### config.mk
export PLATFORM = sky130hd
export DESIGN_NAME = trig_delay_gen
export DESIGN_NICKNAME = d
export VERILOG_FILES = /design/src/rtl/tdg_pkg.sv /design/src/rtl/tdg_edge.sv /design/src/rtl/tdg_counter.sv /design/src/rtl/tdg_match.sv /design/src/rtl/trig_delay_gen.sv
export SDC_FILE = /design/constraint.sdc
export NUM_CORES = 1
export LEC_CHECK = 0
export CORE_ASPECT_RATIO = 1.75
export CORE_UTILIZATION = 47
export DETAILED_ROUTE_END_ITERATION = 8
export GPL_ROUTABILITY_DRIVEN = 0
export PLACE_DENSITY = 0.8
export SYNTH_ARGS = -nofsm -noshare
export SYNTH_HDL_FRONTEND = slang
export SYNTH_SLANG_ARGS = --single-unit
### constraint.sdc
create_clock -name clk -period 2.2 [get_ports clk]
set_clock_uncertainty 0.05 [all_clocks]
set_input_delay 0.33 -clock clk [delete_from_list [all_inputs] [get_ports clk]]
set_output_delay 0.33 -clock clk [all_outputs]
set_load 0.05 [all_outputs]
### src/rtl/tdg_pkg.sv
package tdg_pkg;
  typedef enum logic {SRC_INT = 1'b0, SRC_EXT = 1'b1} tdg_src_e;
  localparam int unsigned TDG_CHANNELS = 2;
endpackage

### src/rtl/tdg_edge.sv
module tdg_edge
  import tdg_pkg::*;
(
  input  logic clk,
  input  logic rst,
  input  logic trig_int,
  input  logic trig_ext,
  input  logic trig_sel,
  output logic level,
  output logic rise
);
  logic level_q;

  always_comb begin
    level = (tdg_src_e'(trig_sel) == SRC_EXT) ? trig_ext : trig_int;
  end

  always_ff @(posedge clk) begin
    if (rst) level_q <= 1'b1;
    else     level_q <= level;
  end

  assign rise = level & ~level_q;
endmodule

### src/rtl/tdg_counter.sv
module tdg_counter #(
  parameter int unsigned CNT_W = 16
) (
  input  logic             clk,
  input  logic             rst,
  input  logic             enable,
  input  logic             bypass,
  input  logic             start,
  input  logic             continuous,
  input  logic [CNT_W-1:0] modulo,
  output logic [CNT_W-1:0] count,
  output logic             running
);
  localparam logic [CNT_W-1:0] ONE = CNT_W'(1);

  always_ff @(posedge clk) begin
    if (rst || !enable || bypass) begin
      running <= 1'b0;
      count   <= '0;
    end else if (running) begin
      if (count >= modulo) begin
        count <= '0;
        if (!continuous) running <= 1'b0;
      end else begin
        count <= count + ONE;
      end
    end else if (start) begin
      running <= 1'b1;
      count   <= '0;
    end
  end
endmodule

### src/rtl/tdg_match.sv
module tdg_match #(
  parameter int unsigned CNT_W = 16
) (
  input  logic             enable,
  input  logic             bypass,
  input  logic             level,
  input  logic             running,
  input  logic [CNT_W-1:0] count,
  input  logic [CNT_W-1:0] modulo,
  input  logic [CNT_W-1:0] delay,
  output logic             hit
);
  always_comb begin
    if (!enable)     hit = 1'b0;
    else if (bypass) hit = level;
    else             hit = running && (count == delay) && (count <= modulo);
  end
endmodule

### src/rtl/trig_delay_gen.sv
module trig_delay_gen
  import tdg_pkg::*;
#(
  parameter int unsigned CNT_W = 16
) (
  input  logic             clk,
  input  logic             rst,
  input  logic             enable,
  input  logic             trig_int,
  input  logic             trig_ext,
  input  logic             trig_sel,
  input  logic             continuous,
  input  logic             bypass,
  input  logic [CNT_W-1:0] modulo,
  input  logic [CNT_W-1:0] delay_a,
  input  logic [CNT_W-1:0] delay_b,
  input  logic [1:0]       or_mask,
  output logic             pulse_a,
  output logic             pulse_b,
  output logic             or_out
);
  logic                         level;
  logic                         rise;
  logic [CNT_W-1:0]             count;
  logic                         running;
  logic [CNT_W-1:0]             dly [TDG_CHANNELS];
  logic [TDG_CHANNELS-1:0]      hit;
  logic [TDG_CHANNELS-1:0]      pulse_q;
  logic                         or_q;

  assign dly[0] = delay_a;
  assign dly[1] = delay_b;

  tdg_edge u_edge (
    .clk(clk), .rst(rst), .trig_int(trig_int), .trig_ext(trig_ext),
    .trig_sel(trig_sel), .level(level), .rise(rise)
  );

  tdg_counter #(.CNT_W(CNT_W)) u_cnt (
    .clk(clk), .rst(rst), .enable(enable), .bypass(bypass), .start(rise),
    .continuous(continuous), .modulo(modulo), .count(count), .running(running)
  );

  for (genvar i = 0; i < TDG_CHANNELS; i++) begin : g_ch
    tdg_match #(.CNT_W(CNT_W)) u_match (
      .enable(enable), .bypass(bypass), .level(level), .running(running),
      .count(count), .modulo(modulo), .delay(dly[i]), .hit(hit[i])
    );
  end

  always_ff @(posedge clk) begin
    if (rst) begin
      pulse_q <= '0;
      or_q    <= 1'b0;
    end else begin
      pulse_q <= hit;
      or_q    <= |(hit & or_mask);
    end
  end

  assign pulse_a = pulse_q[0];
  assign pulse_b = pulse_q[1];
  assign or_out  = or_q;
endmodule

[Word level (Yosys, flattened, before mapping)]
Cells that the tools add are included.
Word-level totals
  input port bits: 58
  output and inout port bits: 3
  flip-flop bits (word level): 21
  word-level logic and storage cells: 34
Cells by class
  bitwise gates (word level): 3
  add/subtract/negate cells: 1
  muxes and demuxes: 12
  equal/unequal tests: 2
  reduce and logical (&&, ||, !) cells: 9
  order comparisons: 2
Operators with widths (number)
  $mux 16: 3
  $eq 16x16->1: 2
  $add 16x1->16 const B: 1
  $ge 16x16->1: 1
  $le 16x16->1: 1
  $mux 1: 9
  $logic_and 1x1->1: 4
  $and 2x2->2: 1
  $logic_or 1x1->1: 2
  $reduce_bool 2->1: 1
  $reduce_or 2->1: 1
  $and 1x1->1: 1
  $logic_not 1->1: 1
  $not 1->1: 1

[Depth between registers and ports, before layout]
Gate-level depths: netlist of run 1.
  depth in word-level cells: 7
  depth in mapped cells: 10
  gate-level depth less buffers: 8

[Hierarchy]
Synthesis of run 1 repeated with hierarchy kept, for this count alone.
Unflattened totals
  cells, all modules: 328
  area, all modules: 2661.3 um2
By module, submodules not included
  tdg_counter: seq. area each 340.3 um2, area an instance 1332.5 um2, cells an instance 154, instances 1
  tdg_match: seq. area each 0.0 um2, area an instance 600.6 um2, cells an instance 81, instances 2
  trig_delay_gen: seq. area each 60.1 um2, area an instance 83.8 um2, cells an instance 7, instances 1
  tdg_edge: seq. area each 20.0 um2, area an instance 43.8 um2, cells an instance 5, instances 1

[Least setup slack after synthesis of run 1]
OpenSTA, ideal clock, no wires.
  path kind: register to register
  start: register u_cnt.count[14]
  end: register u_cnt.count[11]
  slack: 269 ps
  buffers on the path: 1
  data arrival time: 1757 ps
  cell stages (with the launch flop): 9
  setup time: 124 ps
  clock period less this slack: 1931 ps
  data required time: 2026 ps
  path through: dfxtp_1 > ha_1 > nand4_2 > nor4_2 > nand4_1 > nor3b_4 > buf_6 > a31oi_1 > o22ai_1
On the way
  cells in the longest elaborated chain, start to end: 3
Ends and longest elaborated chain
  from (decl): RTL line tdg_counter.sv:11  | output logic [CNT_W-1:0] count,
  from (signal assigned): RTL line tdg_counter.sv:25  | count <= count + ONE;
  $ge 16x16->1: RTL line tdg_counter.sv:21  | if (count >= modulo) begin
  $mux 16: RTL line tdg_counter.sv:21
  $mux 16: RTL line tdg_counter.sv:20  | end else if (running) begin
No other way between the ends.
A chain may end at the register's enable or synchronous reset.

[Final worst setup path of run 1]
  start: register u_cnt.count[9]
  end: register u_cnt.count[13]
On the way
  cells in the longest elaborated chain, start to end: 3
  elaborated cells between the ends (all ways): 4
  those cells by class: 1 x add/sub; 1 x order compare; 2 x mux
Ends and longest elaborated chain (RTL line)
  $add 16x1->16 or $ge 16x16->1 (tied branches): tdg_counter.sv:25, tdg_counter.sv:21
  $mux 16 *: tdg_counter.sv:21
  $mux 16 *: tdg_counter.sv:20
Every way passes the cells marked *; elsewhere a longest branch is shown, timed or not.

==> results of run 1 <==
==> power groups by stage <==
stage | Combinational (mW) | Clock [mW] | Sequential [mW]
2_1_floorplan | 0.0666 | 0 | 0.400
3_3_place_gp | 0.202 | 0 | 0.393
3_5_place_dp | 0.206 | 0 | 0.393
4_1_cts | 0.231 | 0.260 | 0.384
5_1_grt | 0.259 | 0.273 | 0.385
6_report | 0.243 | 0.256 | 0.384
==> metrics by stage <==
step	cell area, um2	total power [mW]	setup TNS [ps]	instances
floorplan	1880	0.467	0	234
global placement	2710	0.595	-11910	362
detailed placement	2710	0.599	-12780	362
CTS	3100	0.875	-34.1	377
global route	3270	0.917	-1580	379
finish	3270	0.883	-654	379
==> cell usage in the layout (no fill, tap or decap), drive strengths merged, types with 2 or more instances in the layout <==
master,Yosys,final
clkdlybuf4s50,0,48
buf,12,48
xnor2,33,33
dfxtp,21,21
a31oi,19,19
inv,19,19
nand4,17,17
ha,17,17
nand2,16,16
dlygate4sd2,0,11
a21oi,10,10
nand3,8,8
and3,8,8
nand3b,7,7
nor2,7,7
o21ai,7,7
nor3,4,4
nand2b,3,3
o22ai,3,3
clkbuf,3,3
nor4,3,3
nor2b,3,3
a21o,2,2
nand4b,2,2
xor2,2,2
a21boi,2,2
==> worst max-delay path, stage by stage, from the launching register on <==
cell and delay [ps]:
dfxtp_2 340, ha_4 280, nand4_4 130, nor4_4 390, buf_4 180, a21boi_4 190, nor3_4 70, buf_12 150
buf_12 130, a31oi_2 170, o22ai_1 120
==> layer usage <==
metal / global-route usage, % / vias up / share of wire, %
li1: - / 1028 / -
met1: 32.6 / 1042 / 36
met2: 59.5 / 127 / 52
met3: 4.61 / 35 / 5.4
met4: 24.2 / 0 / 6.6
met5: 0 / - / 0
==> worst max path at each step <==
stage / start / end / slack, ps
detailed placement: modulo[11] / u_cnt.count[3] / -880
CTS: modulo[1] / u_cnt.count[6] / -10
finish: u_cnt.count[9] / u_cnt.count[13] / -110
floorplan: u_cnt.count[14] / u_cnt.count[11] / 270
global placement: modulo[15] / u_cnt.count[3] / -810
global route: u_cnt.count[9] / u_cnt.count[11] / -180
==> logic make-up (layout without fill, tap and decap cells) <==
| family | count (synthesis) | count (layout) |
|---|---|---|
| compound gates | 45 | 45 |
| simple gates | 81 | 81 |
| fa+ha+maj | 17 | 17 |
| flops | 21 | 21 |
| mux | 1 | 1 |
| xor+xnor | 35 | 35 |
| buf+inv | 34 | 131 |
==> area by class of cell <==
class	count	share of cell area [%]
tap	48	1.84
multi-input combinational	179	50.1
inverter	19	2.18
sequential	21	13.0
clock buffer	3	1.26
timing repair buffer	108	31.4
clock inverter	1	0.153
==> state kept, by name, summed over array words and instances, names as in the netlist <==
| signal | count |
|---|---|
| or_out | 1 |
| pulse_q | 2 |
| u_cnt.count | 16 |
| u_cnt.running | 1 |
| u_edge.level_q | 1 |
==> timing repair <==
item,CTS,global route
gates cloned,1,0
resized for setup,52,31
hold buffers,0,0
setup buffers,11,4
pin swaps,20,30
endpoints found under the setup margin,20,20
==> metrics.log, run 1 <==
INFO  metric fin_nets = 407
INFO  metric final_min_period_over_clock_period = 105%
INFO  metric mux_share_of_post_synthesis_cell_area = 0.531%
INFO  metric max_slew_margin_vs_limit = 66.4%
INFO  metric post_synth_edffs = 0
INFO  metric place_hpwl = ~4300 um
INFO  metric worstPathMaxFanout = 6
INFO  metric buffer_ports.inserted = 60
INFO  metric clock_latency = 260 ps
INFO  metric cts_root_buffer = clkbuf_8
INFO  metric worst_hold_path_type = primary input to register
INFO  metric worstPathArrival = 2400 ps
INFO  metric detail_route.drc_violations = 0
INFO  metric layout_min_cycle_time = 2310 ps
INFO  metric grt_pass1_vias = between 2000 and 2500
INFO  metric hp-start = rst
INFO  metric regToRegEndpoint = u_cnt.count[13]
INFO  metric core-area = 0.00387 mm2
INFO  metric timing_max_transition_violations_final = 0
INFO  metric power.sequential.fraction = 43.5%
INFO  metric synthesis.yosys.warnings = 0
INFO  metric floorplan.die.width = 49.9 um
INFO  metric synthSimpleGateAreaFrac = 25.7%
INFO  metric ant_nets = 0
INFO  metric via_count = 2232
INFO  metric dr.pass1.iters = 5
INFO  metric synthMostInstantiatedCell = xnor2_1
INFO  metric syn2layout_area_growth = 73.6%
INFO  metric clkPwrFrac = 29.0%
INFO  metric die_height = 85.8 um
INFO  metric cts-buffers-inserted = 3
INFO  metric proportion_of_synthesized_chip_area_in_sequential_cells = about 22%
INFO  metric final_core_utilization = 84.6%
INFO  metric timing.final.ws_setup = -113 ps
INFO  metric drive_gt1_share = 32.6%
INFO  metric cts_max_level = 1
INFO  metric seqCellArea = 425 um2
INFO  metric synth_adder_area_share = 11.3%
INFO  metric postSynthNetCount = between 300 and 400
INFO  metric cell_depth_of_the_worst_min_delay_path = 2
INFO  metric die_area = 0.00428 mm2
INFO  metric synth.avg_cell_area = 8.05 um2
INFO  metric failed_checks = setup timing
INFO  metric rsz0062_at_grt = true
INFO  metric synth_xor_area_share = 16.3%
INFO  metric route.final.wire_length = 7060 um
INFO  metric start_util = between 40% and 50%
INFO  metric synth_async_sr_flop_share = 0%
INFO  metric timing.fmax = 432 MHz
INFO  metric grt_antenna_before_repair = 0
INFO  metric status = finished, violations left
INFO  metric clock_path_buffers = 2
INFO  metric fillerInstances = 214
INFO  metric synth_top_family_by_area = simple AND/OR/NAND/NOR gates
INFO  metric start_kind = register
INFO  metric vias_per_cell = between 5 and 6
INFO  metric routed_wire_length_per_instance = 18.6 um
INFO  metric cell_types_with_the_largest_area_share_after_synthesis = dfxtp_1 (22%), xnor2_1 (15%), ha_1 (11%)
INFO  metric fp-row-count = 30
INFO  metric grt_start_max_net_pins = 13
INFO  metric cts.sink_count = 21
INFO  metric compound_gate_portion_of_the_synthesized_area = 15.1%
INFO  metric final_hold_viol_count = 0
INFO  metric netlist-cell-type-count = 39
INFO  metric synth_top_cell_area_share = ~22%
INFO  metric diodes = 0
INFO  metric clock_tree_from_tritoncts = done
INFO  metric timing.hold.ws = approximately 600 ps
INFO  metric hold_path_end = u_edge.level_q
INFO  metric grt_pass1_wl = about 11000 um
INFO  metric gr-usage-all-layers = about 33%
INFO  metric worstSetupEndpointType = register
INFO  metric netlist_area = 0.00188 mm2
INFO  metric worstRegToRegCells = 10
INFO  metric leakage_power_of_the_design = around 1.2 nW
INFO  metric category_of_the_critical_setup_timing_path = register to register
INFO  metric synth_seq_cells = 21
INFO  metric power.density = 270 mW/mm2
INFO  metric detail_route.iter0.violations = 96
INFO  metric power.net_switching = 225 uW
INFO  metric worstPathRequired = 2290 ps
INFO  metric worst_r2r_startpoint = u_cnt.count[9]
INFO  metric synth_area_leader_cell = dfxtp_1
INFO  metric comb_power_share = 27.5%
INFO  metric netlist_instances = 234
INFO  metric worst_setup_hold_path_clk_slew = 80 ps
INFO  metric internal_power = 658 uW
INFO  metric placement.setup.worst_slack = -880 ps
INFO  metric drv_cap = 0
INFO  metric multi_input_comb_area = ~0.0016 mm2
INFO  metric total_global_routing_overflow = 0
INFO  metric rrSetupSlack = -110 ps
INFO  metric synth.top_cells.by_count = xnor2_1 (33), dfxtp_1 (21), a31oi_1 (19), inv_1 (19), ha_1 (17)
INFO  metric setup_viol = 13
INFO  metric postSynth.topFlopCell = dfxtp_1
INFO  metric peakVddDrop = 346 uV
INFO  metric worst_pin_slew = 502 ps
INFO  metric switching_share = 25.5%
INFO  metric io_pins = 61
Power figures use the tool's default switching activity.
==> inputs of run 2 (changes only) <==
Settings changed: PLACE_DENSITY 0.8 to 0.87.
==> run 2 against run 1 <==
The run still ends with setup timing left. Sequential cell count is the same. Design area down 3.9%. Power grew 2.3%. Sequential share of layout area is 0.56 points higher. Largest cell class unchanged. Via count increased by 7.0%. Sequential power hardly changed. Combinational power about the same. Die area unchanged.
==> metrics.log, run 2 (synthesis results as in run 1) <==
INFO  metric timing_max_transition_violations_final = 0
INFO  metric clock_latency = 270 ps
INFO  metric via_count = 2389
INFO  metric top_regs = u_cnt.count: 16 flops, pulse_q: 2 flops
INFO  metric detailed_place.area = around 0.0027 mm2
INFO  metric worstPathArrival = 2330 ps
INFO  metric buffer_ports.inserted = 60
INFO  metric cts_max_level = 1
INFO  metric dr.pass1.iters = 6
INFO  metric worst_setup_hold_path_clk_slew = 90 ps
INFO  metric final_hold_viol_count = 0
INFO  metric routed_wire_length_per_instance = 20.6 um
INFO  metric seqCellArea = 427 um2
INFO  metric die_height = 85.8 um
INFO  metric fillerInstances = 236
INFO  metric io_pins = 61
INFO  metric switching_share = 26.7%
INFO  metric category_of_the_critical_setup_timing_path = register to register
INFO  metric clock_path_buffers = 2
INFO  metric grt_start_max_net_pins = 13
INFO  metric drive_gt1_share = 29.3%
INFO  metric fin_nets = 400
INFO  metric total_global_routing_overflow = 0
INFO  metric rrSetupSlack = -40 ps
INFO  metric detail_route.iter0.violations = 139
INFO  metric timing.final.ws_setup = -36.0 ps
INFO  metric cpMaxStageDelayCell = nor4_4
INFO  metric mostFrequentLayoutCells = clkdlybuf4s50_1 (48), buf_4 (37), xnor2_1 (33)
INFO  metric power.density = roughly 290 mW/mm2
INFO  metric worst_hold_path_type = register to register
INFO  metric cts_root_buffer = clkbuf_8
INFO  metric largest_register_ffs = 16
INFO  metric drv_cap = 0
INFO  metric rsz0062_at_grt = true
INFO  metric worstPathMaxFanout = 9
INFO  metric comb_power_share = 27.2%
INFO  metric grt_pass1_wl = 11300 um
INFO  metric place_hpwl = 4480 um
INFO  metric clock_tree_from_tritoncts = done
INFO  metric floorplan.die.width = 49.9 um
INFO  metric grt_pass1_vias = 2394
INFO  metric multi_input_comb_area = 0.00164 mm2
INFO  metric syn2layout_area_growth = 66.9%
INFO  metric clkPwrFrac = between 30% and 40%
INFO  metric ant_nets = 0
INFO  metric leakage_power_of_the_design = 1.17 nW
INFO  metric worstPathRequired = 2290 ps
INFO  metric core-area = roughly 0.0039 mm2
INFO  metric internal_power = 662 uW
INFO  metric largest-register = u_cnt.count
INFO  metric status = finished, violations left
INFO  metric grt_antenna_before_repair = 0
INFO  metric cts-buffers-inserted = 3
INFO  metric max_slew_margin_vs_limit = 66.2%
INFO  metric layout_min_cycle_time = 2240 ps
INFO  metric cp_cell_sequence = ha_4, nand4_4, nor4_4, a21boi_4, nor3_4, buf_12, a31oi_2, a31oi_1
INFO  metric worst_pin_slew = 506 ps
INFO  metric cts.sink_count = 21
INFO  metric fp-row-count = 30
INFO  metric gr-usage-all-layers = about a third
INFO  metric route.final.wire_length = between 7000 and 8000 um
INFO  metric start_util = 48.7%
INFO  metric peakVddDrop = 312 uV
INFO  metric start_kind = register
INFO  metric final_common_cell = clkdlybuf4s50_1
INFO  metric timing.fmax = 447 MHz
INFO  metric setup_viol = 4
INFO  metric failed_checks = setup timing
INFO  metric detail_route.drc_violations = 0
INFO  metric vias_per_cell = 6.42
INFO  metric final_min_period_over_clock_period = 102%
INFO  metric timing.critical_path.slowest_cell_delay = between 400 and 500 ps
INFO  metric power.net_switching = 242 uW
INFO  metric final_core_utilization = 81.4%
INFO  metric die_area = 0.00428 mm2
INFO  metric worstSetupEndpointType = register
INFO  metric power.sequential.fraction = between 40 and 50%
INFO  metric diodes = 0
INFO  metric final_area = 0.00315 mm2
-- run 2: metal layers --
layer  track usage (%)  vias up  part of all wire [%]
met2              62.5      216                    51
met5                 0        -                     0
met1              34.2     1066                    34
met4              26.5        0                   6.7
li1                  -     1028                     -
met3              8.16       79                   8.3
-- run 2: path summary, 6_finish.rpt --
path                endpoint  depth (start not counted)            from
max          u_cnt.count[14]                          8  u_cnt.count[9]
min           u_cnt.count[8]                          2  u_cnt.count[8]
max reg2reg  u_cnt.count[14]                          8  u_cnt.count[9]
min reg2reg   u_cnt.count[8]                          2  u_cnt.count[8]
-- run 2: area by class of cell --
cell class / count / area share, %
Inverter: 19 / 2.27
Sequential cell: 21 / 13.6
Timing Repair Buffer: 100 / 28.8
Tap cell: 48 / 1.91
Clock buffer: 4 / 1.43
Multi-Input combinational cell: 180 / 52.0
-- run 2: repair_timing --
item / CTS / global route
gates cloned: 2 / 0
setup endpoints to repair: 20 / 17
buffers inserted: 8 / 2
hold buffers: 0 / 0
pin swaps: 26 / 16
resized for setup: 55 / 17
hold endpoints to repair: 0 / 0
-- run 2: power groups by stage --
| stage | Sequential (mW) | Clock [mW] | Combinational (mW) |
|---|---|---|---|
| final | 0.384 | 0.273 | 0.246 |
| after global routing | 0.385 | 0.291 | 0.260 |
| after CTS | 0.384 | 0.263 | 0.234 |
| after detailed placement | 0.393 | 0 | 0.210 |
| after global placement | 0.393 | 0 | 0.204 |
| after floorplan | 0.400 | 0 | 0.0666 |
-- run 2: per-stage QoR --
| step | cells | power, mW | TNS [ps] | hold slack (ps) | worst slack [ps] |
|---|---|---|---|---|---|
| after floorplan | 234 | 0.467 | 0 | 381 | 269 |
| after global placement | 359 | 0.597 | -11630 | 532 | -806 |
| after detailed placement | 359 | 0.603 | -12950 | 539 | -908 |
| after CTS | 373 | 0.881 | 0 | 589 | 1.88 |
| after global routing | 372 | 0.936 | -804 | 602 | -90.8 |
| final | 372 | 0.904 | -95.1 | 599 | -36.0 |
-- run 2: critical path, delay by kind of cell, from the launching register on --
family                     cells  cell delay, ps
DFF                            1             350
AOI/OAI and AO/OA              3             620
adders and majority gates      1             280
buffers and inverters          1             170
and+or+nand+nor                3             630
==> inputs of run 3 (changes only) <==
Settings changed: MAX_ROUTING_LAYER from default to met4, RECOVER_POWER from default to 100.
==> run 3 against run 2 <==
Non-clock buffer count increased by 1. Highest routed layer unchanged. Combinational power about the same. The flow still finishes with violations (setup timing). Via count decreased by 1.5%. Utilization increased by 0.52 points. Sequential power about the same. Sequential cell count unchanged. Largest power group unchanged.
==> metrics.log, run 3 (synthesis results as in run 1) <==
INFO  metric status = finished, violations left
INFO  metric failed_checks = setup timing
INFO  metric detail_route.drc_violations = 0
INFO  metric grt_start_max_net_pins = 13
INFO  metric top_regs = u_cnt.count: 16 flops, pulse_q: 2 flops
INFO  metric largest_register_ffs = 16
INFO  metric buffer_ports.inserted = 60
INFO  metric power.density = about 290 mW/mm2
INFO  metric power.sequential.fraction = 42.2%
INFO  metric worstPathRequired = 2310 ps
INFO  metric layout_min_cycle_time = 2250 ps
INFO  metric clock_latency = 280 ps
INFO  metric internal_power = 661 uW
INFO  metric comb_power_share = 26.9%
INFO  metric worstPathMaxFanout = 9
INFO  metric routed_wire_length_per_instance = approximately 21 um
INFO  metric die_height = between 80 and 90 um
INFO  metric final_common_cell = clkdlybuf4s50_1
INFO  metric detailed_place.area = 0.00270 mm2
INFO  metric place_hpwl = approximately 4500 um
INFO  metric final_area = approximately 0.0032 mm2
INFO  metric vias_per_cell = 6.31
INFO  metric max_slew_margin_vs_limit = around two thirds
INFO  metric cts-buffers-inserted = 3
INFO  metric timing.final.ws_setup = -51.5 ps
INFO  metric core-area = 0.00387 mm2
INFO  metric grt_antenna_before_repair = 0
INFO  metric worst_setup_hold_path_clk_slew = 90 ps
INFO  metric category_of_the_critical_setup_timing_path = register to register
INFO  metric peakVddDrop = 311 uV
INFO  metric worstPathArrival = 2360 ps
INFO  metric grt_pass1_vias = 2401
INFO  metric cp_cell_sequence = ha_4, nand4_4, nor4_4, nand4_1, nor3b_4, buf_6, buf_12, a31oi_2, a31oi_1
INFO  metric leakage_power_of_the_design = 1.19 nW
INFO  metric timing.critical_path.slowest_cell_delay = 410 ps
INFO  metric grt_pass1_wl = 11300 um
INFO  metric io_pins = 61
INFO  metric largest-register = u_cnt.count
INFO  metric cts_max_level = 1
INFO  metric timing.fmax = 444 MHz
INFO  metric power.net_switching = 249 uW
INFO  metric timing_max_transition_violations_final = 0
INFO  metric worst_hold_path_type = register to register
INFO  metric rsz0062_at_grt = true
INFO  metric via_count = 2353
INFO  metric diodes = 0
INFO  metric dr.pass1.iters = 5
INFO  metric drv_cap = 0
INFO  metric fp-row-count = 30
INFO  metric mostFrequentLayoutCells = clkdlybuf4s50_1 (44), buf_4 (37), xnor2_1 (33)
INFO  metric route.final.wire_length = 7730 um
INFO  metric start_util = 48.7%
INFO  metric detail_route.iter0.violations = 166
INFO  metric final_hold_viol_count = 0
INFO  metric drive_gt1_share = 29.5%
INFO  metric ant_nets = 0
INFO  metric setup_viol = 8
INFO  metric start_kind = register
INFO  metric die_area = 0.00428 mm2
INFO  metric clock_path_buffers = 2
INFO  metric worstSetupEndpointType = register
INFO  metric clkPwrFrac = 30.9%
INFO  metric fillerInstances = 234
INFO  metric placement.setup.worst_slack = -908 ps
INFO  metric floorplan.die.width = approximately 50 um
INFO  metric final_min_period_over_clock_period = 102%
INFO  metric syn2layout_area_growth = 68.0%
INFO  metric fin_nets = 401
INFO  metric switching_share = 27.4%
INFO  metric cpMaxStageDelayCell = nor4_4
INFO  metric total_power = 911 uW
INFO  metric clock_tree_from_tritoncts = done
INFO  metric cts_root_buffer = clkbuf_8
INFO  metric cts.sink_count = 21
INFO  metric worst_pin_slew = 512 ps
INFO  metric total_global_routing_overflow = 0
INFO  metric gr-usage-all-layers = 36.1%
-- run 3: changes by cell type in the layout (fill, tap and decap cells not counted) --
cell,change
buf_12,+1
dlygate4sd3_1,+4
clkdlybuf4s50_1,-4
-- run 3: power groups by stage --
stage	clock [mW]	combinational (mW)	sequential, mW
2_1_floorplan	0	0.0666	0.400
3_3_place_gp	0	0.204	0.393
3_5_place_dp	0	0.210	0.393
4_1_cts	0.263	0.234	0.384
5_1_grt	0.287	0.259	0.385
6_report	0.281	0.245	0.384
-- run 3: stage by stage --
| stage | setup TNS (ps) | util (%) | hold slack [ps] | std cells |
|---|---|---|---|---|
| after floorplan | 0 | - | 381 | 234 |
| after global placement | -11630 | 69.9 | 532 | 359 |
| after detailed placement | -12950 | 69.9 | 539 | 359 |
| after CTS | 0 | 80.6 | 589 | 373 |
| after global routing | -1010 | 81.9 | 592 | 373 |
| final | -210 | 81.9 | 575 | 373 |
-- run 3: per-layer routing --
layer / part of all wire (%) / GRT usage, %
met2: 50 / 62.5
met5: 0 / -
met3: 8.5 / 8.51
met4: 7.7 / 26.8
met1: 33 / 33.6
-- run 3: path summary, 6_finish.rpt --
path / startpoint / end / slack, ps / cells after the start
min: u_cnt.count[8] / u_cnt.count[8] / 580 / 2
min reg2reg: u_cnt.count[8] / u_cnt.count[8] / 580 / 2
max: u_cnt.count[9] / u_cnt.count[14] / -50 / 9
max reg2reg: u_cnt.count[9] / u_cnt.count[14] / -50 / 9
-- run 3: timing repair --
item / CTS / global route
gates cloned: 2 / 0
pin swaps: 26 / 18
endpoints found under the setup margin: 20 / 17
hold buffers: 0 / 0
buffers inserted: 8 / 2
gates resized for setup: 55 / 17
-- run 3: area by class of cell --
type / instances / area (um2) / area share, %
Clock buffer: 4 / 45.0 / 1.42
Multi-Input combinational cell: 180 / 1640 / 51.7
Timing Repair Buffer: 101 / 926 / 29.2
Sequential cell: 21 / 427 / 13.5
Tap cell: 48 / 60.1 / 1.90
Inverter: 19 / 71.3 / 2.25
-- run 3: critical path, delay by kind of cell, from the launching register on --
family / cells / cell delay, ps
simple gates: 4 / 960
fa+ha+maj: 1 / 280
compound gates: 2 / 230
buf+inv: 2 / 270
flops: 1 / 350
